$ cat src/rtl/can_bt_pkg.sv
package can_bt_pkg;

  typedef enum logic [1:0] {
    BT_IDLE = 2'd0,
    BT_SYNC = 2'd1,
    BT_SEG1 = 2'd2,
    BT_SEG2 = 2'd3
  } bt_phase_e;

  function automatic logic vote3(input logic a, input logic b, input logic c);
    return (a & b) | (a & c) | (b & c);
  endfunction

endpackage

$ cat src/rtl/can_bt_prescaler.sv
module can_bt_prescaler #(
  parameter int DIV_W = 6
) (
  input  logic             clk,
  input  logic             rst_n,
  input  logic             run,
  input  logic [DIV_W-1:0] div,
  output logic             tick
);
  logic [DIV_W-1:0] pcnt_q, pcnt_d;

  assign tick = run && (pcnt_q == div);

  always_comb begin
    if (!run || tick) pcnt_d = '0;
    else              pcnt_d = pcnt_q + DIV_W'(1);
  end

  always_ff @(posedge clk or negedge rst_n) begin
    if (!rst_n) pcnt_q <= '0;
    else        pcnt_q <= pcnt_d;
  end
endmodule

$ cat src/rtl/can_bt_cfg_check.sv
module can_bt_cfg_check #(
  parameter int PROP_W = 3,
  parameter int PH1_W  = 3,
  parameter int PH2_W  = 3,
  parameter int SJW_W  = 2,
  parameter int SEG_W  = 6
) (
  input  logic [PROP_W-1:0] prop,
  input  logic [PH1_W-1:0]  ph1,
  input  logic [PH2_W-1:0]  ph2,
  input  logic [SJW_W-1:0]  sjw,
  output logic [SEG_W-1:0]  tseg1,
  output logic [SEG_W-1:0]  tseg2,
  output logic [SEG_W-1:0]  jump,
  output logic              cfg_ok
);
  localparam logic [SEG_W-1:0] T2_LO   = SEG_W'(2);
  localparam logic [SEG_W-1:0] T2_HI   = SEG_W'(8);
  localparam logic [SEG_W-1:0] J_CAP   = SEG_W'(4);
  localparam logic [SEG_W-1:0] T1_SPAN = SEG_W'(8);
  localparam logic [SEG_W-1:0] T1_MIN2 = SEG_W'(5);

  logic [SEG_W-1:0] t1_lo, t1_hi, j_hi;

  always_comb begin
    tseg1  = SEG_W'(prop) + SEG_W'(ph1) + SEG_W'(2);
    tseg2  = SEG_W'(ph2) + SEG_W'(1);
    jump   = SEG_W'(sjw) + SEG_W'(1);
    t1_lo  = (tseg2 == T2_LO) ? T1_MIN2 : tseg2 + SEG_W'(1);
    t1_hi  = tseg2 + T1_SPAN;
    j_hi   = (tseg2 < J_CAP) ? tseg2 : J_CAP;
    cfg_ok = (tseg2 >= T2_LO) && (tseg2 <= T2_HI) &&
             (tseg1 >= t1_lo) && (tseg1 <= t1_hi) && (jump <= j_hi);
  end
endmodule

$ cat src/rtl/can_bt_line_mon.sv
module can_bt_line_mon (
  input  logic       clk,
  input  logic       rst_n,
  input  logic       tick,
  input  logic       rx_in,
  output logic       fall_edge,
  output logic [1:0] hist
);
  logic last_q, older_q;

  assign fall_edge = tick && last_q && !rx_in;
  assign hist      = {older_q, last_q};

  always_ff @(posedge clk or negedge rst_n) begin
    if (!rst_n) begin
      last_q  <= 1'b1;
      older_q <= 1'b1;
    end else if (tick) begin
      last_q  <= rx_in;
      older_q <= last_q;
    end
  end
endmodule

$ cat src/rtl/can_bt_seg_fsm.sv
module can_bt_seg_fsm
  import can_bt_pkg::*;
#(
  parameter int SEG_W = 6
) (
  input  logic             clk,
  input  logic             rst_n,
  input  logic             cfg_ok,
  input  logic             tick,
  input  logic [SEG_W-1:0] tseg1,
  input  logic [SEG_W-1:0] tseg2,
  input  logic [SEG_W-1:0] jump,
  input  logic             triple,
  input  logic             rx_in,
  input  logic [1:0]       hist,
  input  logic             fall_edge,
  output logic             tx_strobe,
  output logic             sample_strobe,
  output logic             rx_bit
);
  bt_phase_e        phase_q, phase_d;
  logic [SEG_W-1:0] cnt_q, cnt_d, len1_q, len1_d, len2_q, len2_d;
  logic             used_q, used_d, tx_q, tx_d, smp_q, smp_d, bit_q, bit_d;
  logic             edge_ok;
  logic [SEG_W-1:0] len1_eff, len2_eff, remain, early;

  always_comb begin
    phase_d  = phase_q;
    cnt_d    = cnt_q;
    len1_d   = len1_q;
    len2_d   = len2_q;
    used_d   = used_q;
    bit_d    = bit_q;
    tx_d     = 1'b0;
    smp_d    = 1'b0;
    edge_ok  = fall_edge && !used_q;
    early    = (cnt_q < jump) ? cnt_q : jump;
    len1_eff = edge_ok ? tseg1 + early : len1_q;
    remain   = len2_q - cnt_q + SEG_W'(1);
    len2_eff = edge_ok ? len2_q - jump : len2_q;
    if (!cfg_ok) begin
      phase_d = BT_IDLE;
      cnt_d   = '0;
      used_d  = 1'b0;
    end else if (tick) begin
      unique case (phase_q)
        BT_IDLE: begin
          phase_d = BT_SYNC;
          tx_d    = 1'b1;
          used_d  = 1'b0;
        end
        BT_SYNC: begin
          phase_d = BT_SEG1;
          cnt_d   = SEG_W'(1);
          len1_d  = tseg1;
          if (fall_edge) used_d = 1'b1;
        end
        BT_SEG1: begin
          len1_d = len1_eff;
          if (edge_ok) used_d = 1'b1;
          if (cnt_q >= len1_eff) begin
            smp_d   = 1'b1;
            bit_d   = triple ? vote3(rx_in, hist[0], hist[1]) : rx_in;
            phase_d = BT_SEG2;
            cnt_d   = SEG_W'(1);
            len2_d  = tseg2;
          end else begin
            cnt_d = cnt_q + SEG_W'(1);
          end
        end
        BT_SEG2: begin
          if (edge_ok && (remain <= jump)) begin
            phase_d = BT_SEG1;
            cnt_d   = SEG_W'(1);
            len1_d  = tseg1;
            tx_d    = 1'b1;
            used_d  = 1'b1;
          end else if (cnt_q >= len2_eff) begin
            phase_d = BT_SYNC;
            tx_d    = 1'b1;
            used_d  = 1'b0;
          end else begin
            cnt_d  = cnt_q + SEG_W'(1);
            len2_d = len2_eff;
            if (edge_ok) used_d = 1'b1;
          end
        end
        default: phase_d = BT_IDLE;
      endcase
    end
  end

  always_ff @(posedge clk or negedge rst_n) begin
    if (!rst_n) begin
      phase_q <= BT_IDLE;
      cnt_q   <= '0;
      len1_q  <= '0;
      len2_q  <= '0;
      used_q  <= 1'b0;
      tx_q    <= 1'b0;
      smp_q   <= 1'b0;
      bit_q   <= 1'b1;
    end else begin
      phase_q <= phase_d;
      cnt_q   <= cnt_d;
      len1_q  <= len1_d;
      len2_q  <= len2_d;
      used_q  <= used_d;
      tx_q    <= tx_d;
      smp_q   <= smp_d;
      bit_q   <= bit_d;
    end
  end

  assign tx_strobe     = tx_q;
  assign sample_strobe = smp_q;
  assign rx_bit        = bit_q;
endmodule

$ cat src/rtl/can_bit_timer.sv
module can_bit_timer #(
  parameter int DIV_W  = 6,
  parameter int PROP_W = 3,
  parameter int PH1_W  = 3,
  parameter int PH2_W  = 3,
  parameter int SJW_W  = 2
) (
  input  logic              clk,
  input  logic              rst_n,
  input  logic [DIV_W-1:0]  tq_div,
  input  logic [PROP_W-1:0] prop_seg,
  input  logic [PH1_W-1:0]  phase1_seg,
  input  logic [PH2_W-1:0]  phase2_seg,
  input  logic [SJW_W-1:0]  jump_sel,
  input  logic              triple_en,
  input  logic              rx_in,
  output logic              tx_strobe,
  output logic              sample_strobe,
  output logic              rx_bit,
  output logic              cfg_err
);
  localparam int SEG_W = $clog2((1 << PROP_W) + (1 << PH1_W) + (1 << SJW_W) + 2) + 1;

  logic [1:0]       rst_sync_q;
  logic             rst_s_n;
  logic             cfg_ok, tick, fall_edge, err_q;
  logic [1:0]       hist;
  logic [SEG_W-1:0] tseg1, tseg2, jump;

  always_ff @(posedge clk or negedge rst_n) begin
    if (!rst_n) rst_sync_q <= 2'b00;
    else        rst_sync_q <= {rst_sync_q[0], 1'b1};
  end
  assign rst_s_n = rst_sync_q[1];

  can_bt_cfg_check #(
    .PROP_W(PROP_W), .PH1_W(PH1_W), .PH2_W(PH2_W), .SJW_W(SJW_W), .SEG_W(SEG_W)
  ) u_cfg (
    .prop(prop_seg), .ph1(phase1_seg), .ph2(phase2_seg), .sjw(jump_sel),
    .tseg1(tseg1), .tseg2(tseg2), .jump(jump), .cfg_ok(cfg_ok)
  );

  can_bt_prescaler #(.DIV_W(DIV_W)) u_presc (
    .clk(clk), .rst_n(rst_s_n), .run(cfg_ok), .div(tq_div), .tick(tick)
  );

  can_bt_line_mon u_line (
    .clk(clk), .rst_n(rst_s_n), .tick(tick), .rx_in(rx_in),
    .fall_edge(fall_edge), .hist(hist)
  );

  can_bt_seg_fsm #(.SEG_W(SEG_W)) u_fsm (
    .clk(clk), .rst_n(rst_s_n), .cfg_ok(cfg_ok), .tick(tick),
    .tseg1(tseg1), .tseg2(tseg2), .jump(jump), .triple(triple_en),
    .rx_in(rx_in), .hist(hist), .fall_edge(fall_edge),
    .tx_strobe(tx_strobe), .sample_strobe(sample_strobe), .rx_bit(rx_bit)
  );

  always_ff @(posedge clk or negedge rst_s_n) begin
    if (!rst_s_n) err_q <= 1'b0;
    else          err_q <= !cfg_ok;
  end
  assign cfg_err = err_q;
endmodule

$ cat config.mk
export PLATFORM = sky130hd
export DESIGN_NAME = can_bit_timer
export DESIGN_NICKNAME = d
export VERILOG_FILES = /design/src/rtl/can_bt_pkg.sv /design/src/rtl/can_bt_prescaler.sv /design/src/rtl/can_bt_cfg_check.sv /design/src/rtl/can_bt_line_mon.sv /design/src/rtl/can_bt_seg_fsm.sv /design/src/rtl/can_bit_timer.sv
export SDC_FILE = /design/constraint.sdc
export NUM_CORES = 1
export LEC_CHECK = 0
export BUFFER_PORTS_ARGS = -buffer_cell sky130_fd_sc_hd__buf_2
export CORE_MARGIN = 2
export CORE_UTILIZATION = 45
export CTS_BUF_LIST = sky130_fd_sc_hd__clkbuf_8
export CTS_CLUSTER_DIAMETER = 200
export CTS_CLUSTER_SIZE = 16
export DETAILED_ROUTE_END_ITERATION = 7
export PLACE_DENSITY = 0.74
export SLEW_MARGIN = 20
export SYNTH_ARGS = -nofsm -noshare
export SYNTH_HDL_FRONTEND = slang
export SYNTH_SLANG_ARGS = --single-unit
$ cat constraint.sdc
create_clock -name clk -period 1.29 [get_ports clk]
set_input_delay 0.258 -clock clk [delete_from_list [all_inputs] [get_ports clk]]
set_output_delay 0.258 -clock clk [all_outputs]
set_load 0.005 [all_outputs]
# == Word level (Yosys, flattened, before mapping) ==
# Index checks and enable logic that the tools add are counted.
# op_classes
magnitude_cmp,10
addsub,12
n_reduce_logical,22
bitwise,5
mux,41
eq_ne,15
# op_table
operator,n
two-way mux 6 bit,15
one-hot mux 6 bit (3 select lines),2
"adder 6 x 1 -> 6 bit, second input constant",4
greater-or-equal comparator 6 bit,3
two-way mux 1 bit,15
less-or-equal comparator 6 bit,2
"inequality test 4 bit, second input constant",3
one-hot mux 6 bit (2 select lines),1
two-way mux 2 bit,5
logical AND 1 bit,9
one-hot mux 2 bit (4 select lines),1
AND reduction 4 bit,2
"adder 6 x 2 -> 6 bit, second input constant",1
"adder 6 x 4 -> 6 bit, second input constant",1
adder 6 bit,1
"== test 6 x 2 -> 1 bit, second input constant",1
== test 6 bit,1
"greater-or-equal comparator 6 x 2 -> 1 bit, second input constant",1
less-or-equal comparator 6 x 3 -> 1 bit,1
"less-or-equal comparator 6 x 4 -> 1 bit, second input constant",1
less-than comparator 6 x 3 -> 1 bit,1
"less-than comparator 6 x 3 -> 1 bit, second input constant",1
"inequality test 2 bit, second input constant",3
"inequality test 3 bit, second input constant",2
20 further kinds,28
# totals
reg_bits,35
word_cells,118
out_inout_bits,4
input_bits,21

# == Longest topological paths before layout ==
# logic_depth
depth_word,18
mapped_depth,26
ltp_nobuf,24

# == Modules after synthesis ==
# A second synthesis with hierarchy kept.
# hier_totals
cells_unflattened,461
area_unflattened_um2,4224.1
# by_module_without_submodules
mod,cells_each,area_each_um2,n_inst,seq_area_each_um2
can_bt_seg_fsm,332,3009.1,1,601.8
can_bt_cfg_check,84,670.6,1,0.0
can_bt_prescaler,33,361.6,1,150.1
can_bt_line_mon,7,100.1,1,52.6
can_bit_timer,5,82.6,1,75.1

# == Worst setup path before layout ==
# Ideal clock, no wire load.
# synth_timing
path_kind,input port to flip-flop
start,input port prop_seg[0]
end,register u_fsm.len2_q[2]
required_time_ps,1195
setup_slack_ps,-4022
setup_time_ps,95
arrival_ps,5217
n_path_buf,3
stages,24
cell_sequence,ha_1 -> inv_1 -> fa_1 -> inv_1 -> ha_1 -> xnor2_1 -> ha_1 -> a31oi_1 -> a21oi_1 -> o221ai_1 -> and4_1 -> buf_4 -> inv_2 -> buf_2 -> nor2_1 -> buf_2 -> o21ai_0 -> ha_1 -> a2111oi_0 -> o21ai_1 -> or2_1 -> a2111oi_4 -> nand2_2 -> o31ai_1
# synth_between
elab_chain_len,14
elab_cells_between_ends,24
classes_between,add/sub (3); order compare (4); eq/ne (3); mux (5); reduce/logical (9)
# synth_lines
element,line_no,rtl
from (decl),can_bit_timer.sv:11,"input logic [PROP_W-1:0] prop_seg,"
adder 3 x 3 -> 4 bit *,can_bt_cfg_check.sv:26,tseg1 = SEG_W'(prop) + SEG_W'(ph1) + SEG_W'(2);
adder 6 x 2 -> 6 bit *,can_bt_cfg_check.sv:26,
greater-or-equal comparator 6 bit,can_bt_cfg_check.sv:33,(tseg1 >= t1_lo) && (tseg1 <= t1_hi) && (jump <= j_hi);
logical AND 1 bit,can_bt_cfg_check.sv:32,cfg_ok = (tseg2 >= T2_LO) && (tseg2 <= T2_HI) &&
logical AND 1 bit (2 in series),can_bt_cfg_check.sv:33,
logical AND 1 bit,can_bt_prescaler.sv:12,assign tick = run && (pcnt_q == div);
logical AND 1 bit (2 in series),can_bt_line_mon.sv:11,assign fall_edge = tick && last_q && !rx_in;
logical AND 1 bit,can_bt_seg_fsm.sv:36,edge_ok = fall_edge && !used_q;
"two-way mux 6 bit, on equally long branches","can_bt_seg_fsm.sv:40, can_bt_seg_fsm.sv:38",
greater-or-equal comparator 6 bit (tied with other cells),can_bt_seg_fsm.sv:78,end else if (cnt_q >= len2_eff) begin
inequality test 2 bit (no source line) (tied with other cells),-,
AND reduction 6 bit (no source line) / one-hot mux 6 bit (2 select lines) (equally long branches),-,
to (signal assigned),can_bt_seg_fsm.sv:107,len2_q <= len2_d;
to (decl),can_bt_seg_fsm.sv:22,"logic [SEG_W-1:0] cnt_q, cnt_d, len1_q, len1_d, len2_q, len2_d;"
# Mark *: on every way between the ends. The rest lies on a longest branch, timed or not. The select of a mux whose other input is x is not followed.
# A chain may end at the register's enable or synchronous reset.

# == Final worst setup path ==
# Ends and elaborated chain as after synthesis.

==> qor.txt <==
CTS tree - yes
Rows - 33
synth unique cells - 70
Psw - 1.55 mW
# DRC - 0
Tcrit/Tclk final - 366%
ys async rst share - 100%
Worst Tran Pin Value - 0.491 ns
antenna cells - 0
synthesized area - 0.00377 mm^2
max incr delay on CP - 0.55 ns
Logic pwr share - 50.4%
Clock Path Buffers - 2
total negative slack - -83.74 ns
Max Slew Vio Count - 0
failing checks - setup timing
critical path class - primary input to flop
Crit. End Element - flop
ys flop type - dfrtp_1
CTS Buf Count - 5
Simple-Gate Fraction of Synth Area - 17.4%
share of cells above drive strength 1 - 48.9%
Max Clock Freq - 212 MHz
Static Leak - 2.83 nW
core area - 0.00818 mm^2
H-tree Lvls - 2
routed wire length - 15100 um
synthesized area per cell - 8.50 um^2
critical path's top delay family - adder cells
total track usage - 28.3%
most used cell, CP - buf_4
synthesized-area fraction occupied by adder cells - 22.0%
placed cell area - 0.00509 mm^2
Critical path buffers and inverters - 7
initial antenna violation count - 0
Clock Sinks - 35
post-route ant nets - 0
Die W - 95.6 um
Critical Path RT - 1.47 ns
final setup vio count - 33
PortBufs - 24
final instance area - 0.00599 mm^2
# IOs - 25
clock slew seen by the registers of the worst setup and hold paths - 0.08 ns
initial DRC count - 365
area of the die - 0.00913 mm^2
mux contribution to synthesized area - 1.19%
DPL Wire Length - 8800 um
Tmin final - 4.73 ns
EDFF count, synth - 0
Syn Inst Count - 444
flops & latches, synth - 35
largest net degree at the start of global routing - 34
register area share after synthesis - 23.3%
sw frac - 38.8%
Internal Power - 2.44 mW
Slowest cell on crit path - fa_2
Warnings, synthesis - 0
DP Worst Slack - -3.65 ns
first-pass GRT wire length - 20100 um
crit path launch type - primary input
total gr overflow - 0
largest family of logic cells by synthesized area - compound AO/OA/AOI/OAI gates
Synth Area in Compound Gates - 24.1%
power density cells - 665 mW/mm^2
status - finished, violations left
Pre-antenna DRT Iters - 5
max-cap check violation count - 0
CP arrival - 4.91 ns
Routed wire per std cell - 20.8 um
Worst slew margin - 67.0%
Via Count - 4517
Worst Skew - 0.00902 ns
RSZ-0062 raised after global routing - true
setup slack after layout - -3.44 ns
Post-Synth XOR/XNOR Area - 5.77%
CTS Root Cell - clkbuf_8
synthesis-to-finish area growth - 58.9%
Final Hold Viols - 0
Power Total - 3.99 mW
Clock power frac - 20.4%
vias per cell - 6.24
Reg power frac - 29.2%
Final GP Congestion - 0.937
CP Max Fanout - 4
die height - 95.6 um
Peak VDD IR - 0.385 mV
final design utilization - 73.3%
Final nets - 703
HP Class - flop to asynchronous set/reset pin
Starting Density - 46.2%
vias in the first global route - 4320
Clk Latency, worst-skew pair - 0.30 ns
metrics by stage:
stage / hold slack, ns / std cells
final: 0.229 / 724
after CTS: 0.235 / 712
after detailed placement: 0.0446 / 685
after global routing: 0.256 / 724
after floorplan: -0.0376 / 445
after global placement: 0.0431 / 685
worst reg2reg max path, cell delays in order (launching register included):
cell and delay, ns:
dfrtp_1 0.40, ha_1 0.19, nor4_1 0.38, nand2_2 0.17
a21oi_2 0.25, ha_1 0.21, inv_1 0.06, fa_1 0.38
inv_1 0.07, a21o_1 0.10, a21oi_1 0.07, xor2_1 0.16
nor2_1 0.13, a21oi_1 0.07, ha_1 0.33, nand2_1 0.10
o31ai_4 0.26, a21boi_2 0.14, a2111oi_4 0.31, buf_4 0.22
buf_6 0.11, a21o_1 0.15, o31ai_4 0.08
layout by cell type, fill, tap and decap left out, types with 11 or more instances in the layout:
| cell type | n |
|---|---|
| inv_1 | 36 |
| xor2_1 | 11 |
| buf_6 | 17 |
| a21oi_1 | 18 |
| nor2_1 | 26 |
| buf_4 | 138 |
| nand2_1 | 19 |
| o21ai_0 | 12 |
| ha_4 | 12 |
| dfrtp_1 | 32 |
| ha_1 | 47 |
| a21oi_2 | 11 |
| buf_2 | 23 |
synth_stat cells (5+ instances only):
| library cell | count | area [um^2] |
|---|---|---|
| clkbuf_1 | 7 | 26.3 |
| and2_1 | 5 | 31.3 |
| inv_1 | 41 | 154 |
| nor3_1 | 11 | 55.1 |
| xnor2_1 | 12 | 105 |
| nor2_1 | 36 | 135 |
| o2bb2ai_1 | 5 | 43.8 |
| xor2_1 | 11 | 96.3 |
| buf_2 | 7 | 35.0 |
| a31oi_1 | 7 | 43.8 |
| dfrtp_1 | 32 | 801 |
| ha_1 | 60 | 751 |
| nand4_1 | 5 | 31.3 |
| a21o_1 | 9 | 67.6 |
| a211oi_1 | 7 | 52.6 |
| nand2_1 | 28 | 105 |
| nand2b_1 | 7 | 43.8 |
| o21ai_0 | 23 | 115 |
| a21oi_1 | 30 | 150 |
| o31ai_1 | 7 | 52.6 |
| nand3_1 | 10 | 50.1 |
| nor2b_1 | 5 | 31.3 |
cell families (layout without fill, tap and decap cells):
family,Yosys count,in the layout
buf+inv,57,231
mux,4,4
simple gates,129,129
fa+ha+maj,64,64
flops,35,35
compound gates,129,129
other cells,2,3
xor+xnor,24,24
state kept, by name, indices dropped and copies added, names as in the netlist:
register             count
cfg_err                  1
u_presc.pcnt_q           6
u_line.last_q            1
rst_sync_q               2
u_fsm.len2_q             6
u_fsm.used_q             1
u_fsm.phase_q            2
u_fsm.cnt_q              6
u_fsm.tx_strobe          1
u_fsm.len1_q             6
u_fsm.rx_bit             1
u_fsm.sample_strobe      1
u_line.older_q           1
path summary, 6_finish.rpt:
check                               start           endpoint  slack (ns)  depth (start not counted)
min reg2reg                 rst_sync_q[1]  u_presc.pcnt_q[1]        0.23                          1
max                           prop_seg[0]    u_fsm.len2_q[2]       -3.44                         26
min in group clk                    rx_in      u_line.last_q        0.23                          2
max reg2reg                u_fsm.cnt_q[2]    u_fsm.len2_q[2]       -3.15                         22
max in group asynchronous   rst_sync_q[1]      u_line.last_q        0.82                          1
min                         rst_sync_q[1]  u_presc.pcnt_q[1]        0.23                          1
layer usage:
| metal | GRT usage (%) | share of wire (%) | routed length [um] | vias up |
|---|---|---|---|---|
| li1 | - | - | - | 1959 |
| met1 | 32.8 | 36 | 5450 | 2123 |
| met2 | 50.5 | 48 | 7300 | 314 |
| met3 | 4.66 | 7.6 | 1150 | 121 |
| met4 | 13.5 | 7.8 | 1180 | 0 |
| met5 | 0 | 0 | 0 | - |
power groups by stage:
stage,clock network [mW],registers (mW),logic (mW)
floorplan,0,1.20,0.857
global placement,0,1.18,1.42
detailed placement,0,1.18,1.48
CTS,0.803,1.16,1.69
global route,0.852,1.16,2.12
finish,0.815,1.16,2.01
repair_timing:
item | in CTS | in global routing
cloned | 1 | 1
setup endpoints to repair | 33 | 33
pin swaps | 33 | 41
hold endpoints to repair | 2 | 0
hold buffers | 1 | 0
buffers inserted | 20 | 17
resized for setup | 69 | 65
final cells by class:
class / instances / area, um^2
multi-input cells: 353 / 3350
fillers: 483 / 2180
repair buffers: 181 / 1390
flip-flops and latches: 35 / 880
inverters: 42 / 163
well taps: 105 / 131
clock buffers: 5 / 68.8
clock inverters: 3 / 16.3
No activity file was read; power rests on OpenSTA's default activity.
